### config.mk
export PLATFORM = sky130hd
export DESIGN_NAME = smb_ring_ctrl
export DESIGN_NICKNAME = d
export VERILOG_FILES = /design/src/rtl/smb_ring_pkg.sv /design/src/rtl/smb_ring_seq.sv /design/src/rtl/smb_ring_regs.sv /design/src/rtl/smb_ring_ctrl.sv
export SDC_FILE = /design/constraint.sdc
export NUM_CORES = 1
export LEC_CHECK = 0
export CAP_MARGIN = 20
export CORE_MARGIN = 5
export CORE_UTILIZATION = 55
export CTS_CLUSTER_DIAMETER = 30
export DETAILED_ROUTE_END_ITERATION = 6
export DONT_BUFFER_PORTS = 1
export PLACE_DENSITY = 0.71
export SYNTH_ARGS = -nofsm -noshare
export SYNTH_HDL_FRONTEND = slang
export SYNTH_HIERARCHICAL = 1
export SYNTH_SLANG_ARGS = --single-unit
### constraint.sdc
create_clock -name clk -period 2.77 [get_ports clk]
set_clock_uncertainty 0.15 [all_clocks]
set_input_delay 0.277 -clock clk [delete_from_list [all_inputs] [get_ports clk]]
set_output_delay 0.277 -clock clk [all_outputs]
set_load 0.005 [all_outputs]
### src/rtl/smb_ring_pkg.sv
package smb_ring_pkg;
  localparam int REG_ADDR_W = 12;
  localparam int REG_DATA_W = 32;
  localparam int BASE_W     = 64;

  localparam logic [REG_ADDR_W-1:0] OFS_BASE_LO = 12'h100;
  localparam logic [REG_ADDR_W-1:0] OFS_BASE_HI = 12'h104;
  localparam logic [REG_ADDR_W-1:0] OFS_CTRL    = 12'h108;
  localparam logic [REG_ADDR_W-1:0] OFS_STAT    = 12'h10C;
  localparam logic [REG_ADDR_W-1:0] OFS_SIZE    = 12'h110;
  localparam logic [REG_ADDR_W-1:0] OFS_RETRY   = 12'h114;
  localparam logic [REG_ADDR_W-1:0] OFS_SPEED   = 12'h300;

  localparam int BIT_START  = 0;
  localparam int BIT_ERREN  = 4;
  localparam int BIT_ERRFLG = 4;
  localparam int BIT_INTFLG = 5;
  localparam int HEAD_LSB   = 16;

  typedef struct packed {
    logic advance;
    logic setInt;
    logic setErr;
    logic clearStart;
  } ring_strobe_t;

  typedef enum logic {ST_IDLE, ST_ISSUE} ring_state_t;
endpackage

### src/rtl/smb_ring_seq.sv
module smb_ring_seq
  import smb_ring_pkg::*;
(
  input  logic         clk,
  input  logic         rst_n,
  input  logic         startBit,
  input  logic         headsMatch,
  input  logic         errIntEn,
  input  logic         rspValid,
  input  logic         rspOk,
  input  logic         rspIntReq,
  output logic         reqValid,
  output ring_strobe_t strobe
);
  ring_state_t state, stateNext;

  always_ff @(posedge clk or negedge rst_n) begin
    if (!rst_n) state <= ST_IDLE;
    else        state <= stateNext;
  end

  always_comb begin
    stateNext = state;
    strobe    = '0;
    case (state)
      ST_IDLE: begin
        if (startBit) begin
          if (headsMatch) strobe.clearStart = 1'b1;
          else            stateNext = ST_ISSUE;
        end
      end
      ST_ISSUE: begin
        if (rspValid) begin
          strobe.advance = 1'b1;
          strobe.setInt  = rspIntReq;
          strobe.setErr  = !rspOk && errIntEn;
          stateNext      = ST_IDLE;
        end
      end
      default: stateNext = ST_IDLE;
    endcase
  end

  assign reqValid = (state == ST_ISSUE);

  // an offered request stays up until the engine answers
  p_req_hold_r3: assert property (@(posedge clk) disable iff (!rst_n)
    (reqValid && !rspValid) |=> reqValid);
endmodule

### src/rtl/smb_ring_regs.sv
module smb_ring_regs
  import smb_ring_pkg::*;
#(
  parameter int HEAD_W     = 8,
  parameter int DESC_SHIFT = 4
)(
  input  logic                  clk,
  input  logic                  rst_n,
  input  logic                  wrEn,
  input  logic [REG_ADDR_W-1:0] addr,
  input  logic [REG_DATA_W-1:0] wrData,
  input  ring_strobe_t          strobe,
  output logic [REG_DATA_W-1:0] rdData,
  output logic                  startBit,
  output logic                  errIntEn,
  output logic                  headsMatch,
  output logic [HEAD_W-1:0]     hwHead,
  output logic [BASE_W-1:0]     reqAddr,
  output logic                  irqLine,
  output logic [1:0]            busRate
);
  localparam int HALF_W = BASE_W / 2;

  logic [BASE_W-1:0]     baseAddr;
  logic [HEAD_W-1:0]     swHead, sizeM1, headNext;
  logic [REG_DATA_W-1:0] retryWord;
  logic                  intFlag, errFlag;
  logic                  ctrlWr, statWr;

  assign ctrlWr = wrEn && (addr == OFS_CTRL);
  assign statWr = wrEn && (addr == OFS_STAT);
  assign headNext = (hwHead == sizeM1) ? '0 : hwHead + 1'b1;

  always_ff @(posedge clk or negedge rst_n) begin
    if (!rst_n) begin
      baseAddr  <= '0;
      swHead    <= '0;
      sizeM1    <= '0;
      retryWord <= '0;
      busRate   <= '0;
      startBit  <= 1'b0;
      errIntEn  <= 1'b0;
    end else begin
      if (wrEn && addr == OFS_BASE_LO) baseAddr[HALF_W-1:0]      <= wrData;
      if (wrEn && addr == OFS_BASE_HI) baseAddr[BASE_W-1:HALF_W] <= wrData;
      if (wrEn && addr == OFS_SIZE)    sizeM1    <= wrData[HEAD_W-1:0];
      if (wrEn && addr == OFS_RETRY)   retryWord <= wrData;
      if (wrEn && addr == OFS_SPEED)   busRate   <= wrData[31:30];
      if (ctrlWr) begin
        startBit <= wrData[BIT_START];
        errIntEn <= wrData[BIT_ERREN];
        swHead   <= wrData[HEAD_LSB +: HEAD_W];
      end else if (strobe.clearStart) begin
        startBit <= 1'b0;
      end
    end
  end

  always_ff @(posedge clk or negedge rst_n) begin
    if (!rst_n) begin
      hwHead  <= '0;
      intFlag <= 1'b0;
      errFlag <= 1'b0;
    end else begin
      if (strobe.advance) hwHead <= headNext;
      intFlag <= strobe.setInt || (intFlag && !(statWr && wrData[BIT_INTFLG]));
      errFlag <= strobe.setErr || (errFlag && !(statWr && wrData[BIT_ERRFLG]));
    end
  end

  assign headsMatch = (hwHead == swHead);
  assign reqAddr    = baseAddr + (BASE_W'(hwHead) << DESC_SHIFT);
  assign irqLine    = intFlag || errFlag;

  always_comb begin
    rdData = '0;
    case (addr)
      OFS_BASE_LO: rdData = baseAddr[HALF_W-1:0];
      OFS_BASE_HI: rdData = baseAddr[BASE_W-1:HALF_W];
      OFS_CTRL: begin
        rdData[BIT_START]            = startBit;
        rdData[BIT_ERREN]            = errIntEn;
        rdData[HEAD_LSB +: HEAD_W]   = swHead;
      end
      OFS_STAT: begin
        rdData[BIT_START]            = startBit;
        rdData[BIT_ERRFLG]           = errFlag;
        rdData[BIT_INTFLG]           = intFlag;
        rdData[HEAD_LSB +: HEAD_W]   = hwHead;
      end
      OFS_SIZE:  rdData[HEAD_W-1:0] = sizeM1;
      OFS_RETRY: rdData = retryWord;
      OFS_SPEED: rdData[31:30] = busRate;
      default:   rdData = '0;
    endcase
  end

  // the error flag only rises while error interrupts are enabled
  p_err_gate_r7: assert property (@(posedge clk) disable iff (!rst_n)
    $rose(errFlag) |-> $past(errIntEn));
  // a raised flag survives any cycle without a clearing write
  p_flag_hold_r8: assert property (@(posedge clk) disable iff (!rst_n)
    (intFlag && !(statWr && wrData[BIT_INTFLG])) |=> intFlag);
  // the hardware head moves only on a completion
  p_head_ro_r10: assert property (@(posedge clk) disable iff (!rst_n)
    !strobe.advance |=> $stable(hwHead));
  // start drops by itself only once the heads meet
  p_stop_r5: assert property (@(posedge clk) disable iff (!rst_n)
    ($fell(startBit) && !$past(ctrlWr)) |-> $past(headsMatch));
endmodule

### src/rtl/smb_ring_ctrl.sv
module smb_ring_ctrl
  import smb_ring_pkg::*;
#(
  parameter int HEAD_W     = 8,
  parameter int DESC_SHIFT = 4
)(
  input  logic                  clk,
  input  logic                  rst_n,
  input  logic                  regWrEn,
  input  logic [REG_ADDR_W-1:0] regAddr,
  input  logic [REG_DATA_W-1:0] regWrData,
  output logic [REG_DATA_W-1:0] regRdData,
  output logic                  engReqValid,
  output logic [HEAD_W-1:0]     engReqIndex,
  output logic [BASE_W-1:0]     engReqAddr,
  input  logic                  engRspValid,
  input  logic [7:0]            engRspStatus,
  input  logic                  engRspIntReq,
  output logic                  irqLine,
  output logic [1:0]            busRate
);
  ring_strobe_t strobe;
  logic startBit, errIntEn, headsMatch;

  smb_ring_seq u_seq (
    .clk(clk), .rst_n(rst_n),
    .startBit(startBit), .headsMatch(headsMatch), .errIntEn(errIntEn),
    .rspValid(engRspValid), .rspOk(engRspStatus[0]), .rspIntReq(engRspIntReq),
    .reqValid(engReqValid), .strobe(strobe)
  );

  smb_ring_regs #(.HEAD_W(HEAD_W), .DESC_SHIFT(DESC_SHIFT)) u_regs (
    .clk(clk), .rst_n(rst_n),
    .wrEn(regWrEn), .addr(regAddr), .wrData(regWrData), .strobe(strobe),
    .rdData(regRdData), .startBit(startBit), .errIntEn(errIntEn),
    .headsMatch(headsMatch), .hwHead(engReqIndex), .reqAddr(engReqAddr),
    .irqLine(irqLine), .busRate(busRate)
  );

  // a response retires the offered request on the next cycle
  p_retire_r4: assert property (@(posedge clk) disable iff (!rst_n)
    (engReqValid && engRspValid) |=> !engReqValid);
endmodule

==> results.json <==
{
  "remaining_drc_errors": 7,
  "ir_worst_vdd_mv": 0.4472,
  "violations": "design-rule violations, negative hold slack, negative setup slack",
  "min_path_type": "primary input to async pin",
  "final_cells": 976,
  "finalWorstSetupSlack_ns": -0.2912,
  "hold_viol": 127,
  "cp-end-kind": "output pin",
  "htree_levels": 4,
  "postCtsHoldBufs": 39,
  "final_max_slew_viol_count": 0,
  "synthCells": 691,
  "boundaryPins": 165,
  "powerDensity_nw_per_um2": 488.0,
  "syn_area_um2": 7476,
  "grt_pass1_vias": 6480,
  "clock_path_buffers": 2,
  "rows": 42,
  "postRouteWirelength_um": 25060,
  "syn_to_final_growth_pct": 32.67,
  "leakagePower_nw": 4.917,
  "syn_nets": 758,
  "synth_seq_area_share_pct": 42.51,
  "yosys_register_bits": 127,
  "die_w_um": 126.6,
  "fin_area_um2": 9918,
  "post_drt_wl_per_cell_um": 25.67,
  "final_common_cell": "dfrtp_1",
  "cts_buffers": 17,
  "port-buffer-count": 0,
  "drtIter0Drc": 767,
  "total_power_w": 0.004840,
  "root_buffer": "clkbuf_16",
  "place_congestion": 0.9314,
  "synth-async-reset-ratio_pct": 100.0,
  "post-route-period-util_pct": 110.5,
  "start_util_pct": 56.23,
  "cts_tree": "done",
  "setup_viol": 51,
  "tightestPinTransition_ns": 0.7262,
  "holdWs_ns": -0.6000,
  "tns_ns": -8.356,
  "cp_max_fo": 6,
  "cts.sinks": 127,
  "max_slew_margin_pct": 51.14,
  "cap_violations": 0,
  "synth-edff-count": 0,
  "antenna_found_initial": 0,
  "worstSetupPathType": "register to output pin",
  "drive_gt1_share_pct": 40.13,
  "dieArea_um2": 16020,
  "placed_area_um2": 7943,
  "grt_start_max_net_pins": 128,
  "die_h_um": 126.6,
  "avgSynthCellArea_um2": 10.82,
  "clk_latency_ns": 0.42,
  "dpl.hpwl_um": 16080,
  "grt_pass1_wl_um": 37580,
  "vias_per_cell": 6.520,
  "drt_first_pass_iters": 7,
  "max_freq_ghz": 0.3267,
  "crit_path_start_kind": "register",
  "final_cell_mix": "125 x dfrtp_1, 118 x mux2_2, 67 x nand2_1, 58 x buf_4, 39 x dlygate4sd3_1",
  "outcome": "complete, but fails checks",
  "clkTransAtPathRegs_ns": 0.05,
  "drtAntennaViolNets": 0,
  "worst-endpoint-arrival_ns": 2.63,
  "rsz0062_at_grt": "true",
  "overflow": 0,
  "yosys_warnings": 6,
  "final_nets": 854,
  "diodes": 0,
  "min_period_ns": 3.061,
  "ys.flop_type": "dfrtp_1",
  "vias": 6364,
  "core-area_um2": 13300,
  "synth_cell_types": 51,
  "grt_usage_pct": 30.18,
  "worstPathRequired_ns": 2.34,
  "place_inst": 880
}
[kinds of logic (layout without fill, tap and decap cells)]
group	Yosys count	after routing	share of synthesized area, %
xor+xnor	77	77	9.021
flops	127	127	42.51
mux	125	125	18.71
simple gates	215	215	16.40
buf+inv	58	167	3.565
compound gates	79	79	8.017
fa+ha+maj	10	10	1.774
[final timing paths]
check,startpoint,endpoint,slack [ns],depth (start not counted)
max,u_regs/baseAddr[5]$_DFFE_PN0P_,engReqAddr[60],-0.29,9
min,rst_n,u_regs/hwHead[2]$_DFFE_PN0P_,-0.60,0
max reg2reg,u_regs/hwHead[0]$_DFFE_PN0P_,u_regs/startBit$_DFFE_PN0P_,0.38,9
min reg2reg,u_regs/errFlag$_DFF_PN0_,u_regs/errFlag$_DFF_PN0_,0.35,1
max in group asynchronous,rst_n,u_regs/retryWord[20]$_DFFE_PN0P_,2.90,0
min in group clk,regWrEn,u_regs/busRate[1]$_DFFE_PN0P_,0.02,2
[cells in the mapped netlist (all sizes together), types with 8 or more instances]
master / instances / area share [%]
mux2: 118 / 18
buf: 21 / 1.7
xnor2: 27 / 3.2
and4: 9 / 1.1
nor3: 26 / 2.0
nand3: 18 / 1.2
o2bb2ai: 9 / 1.1
clkbuf: 17 / 0.87
a221o: 8 / 1.1
o21ai: 9 / 0.60
ha: 9 / 1.5
nand2b: 9 / 0.75
nand4: 15 / 1.5
inv: 20 / 1.0
nand2: 68 / 3.4
xor2: 50 / 5.9
dfrtp: 127 / 43
a22oi: 29 / 2.9
nor4: 22 / 3.0
nor2: 26 / 1.3
[where the power goes]
group          total, W  switching (W)  internal [W]
clock network   0.00231       0.000840       0.00147
logic          0.000569       0.000290      0.000279
registers       0.00196      0.0000588       0.00190
total           0.00484        0.00119       0.00365
[registers in the layout, indices dropped and copies added, names as in the netlist]
register / count
u_regs/baseAddr: 64
u_regs/retryWord: 32
u_regs/hwHead: 8
u_regs/sizeM1: 8
u_regs/swHead: 8
u_regs/busRate: 2
u_regs/errFlag: 1
u_regs/errIntEn: 1
u_regs/intFlag: 1
u_regs/startBit: 1
u_seq/reqValid: 1
[area by class of cell]
| type | instances | area [um2] |
|---|---|---|
| Inverter | 20 | 75.07 |
| Clock inverter | 8 | 102.6 |
| Multi-Input combinational cell | 506 | 4695 |
| Clock buffer | 24 | 511.7 |
| Timing Repair Buffer | 115 | 1134 |
| Tap cell | 176 | 220.2 |
| Sequential cell | 127 | 3181 |
| Fill cell | 825 | 3377 |
[critical path, cell delays in order, from the launching register on]
cell and delay [ns]:
dfrtp_1 0.43, inv_1 0.12, fa_2 0.38, nand2b_4 0.17, a21oi_4 0.19, o2111ai_4 0.17
buf_12 0.19, buf_16 0.15, nor4_4 0.15, xor2_1 0.26
[per-stage QoR]
stage	setup WS (ns)	utilization, %
4_1_cts	-0.2915	73.16
3_5_place_dp	0.02583	59.74
3_3_place_gp	0.06470	59.74
5_1_grt	-0.3628	74.60
2_1_floorplan	0.08978	-
6_report	-0.2912	74.60
[per-layer routing]
layer	part of all wire, %	up-vias	global-route usage [%]
li1	-	2684	-
met1	39	3219	39.01
met2	49	387	48.88
met3	9.0	74	7.692
met4	3.8	0	11.74
met5	0	-	0
[what timing repair did]
action | 4_1_cts | 5_1_grt
setup buffers | 13 | 9
hold endpoints to repair | 246 | 127
pin swaps | 43 | 26
gates resized for setup | 96 | 21
gates cloned | 3 | 0
endpoints found under the setup margin | 53 | 51
Power figures use the tool's default switching activity.
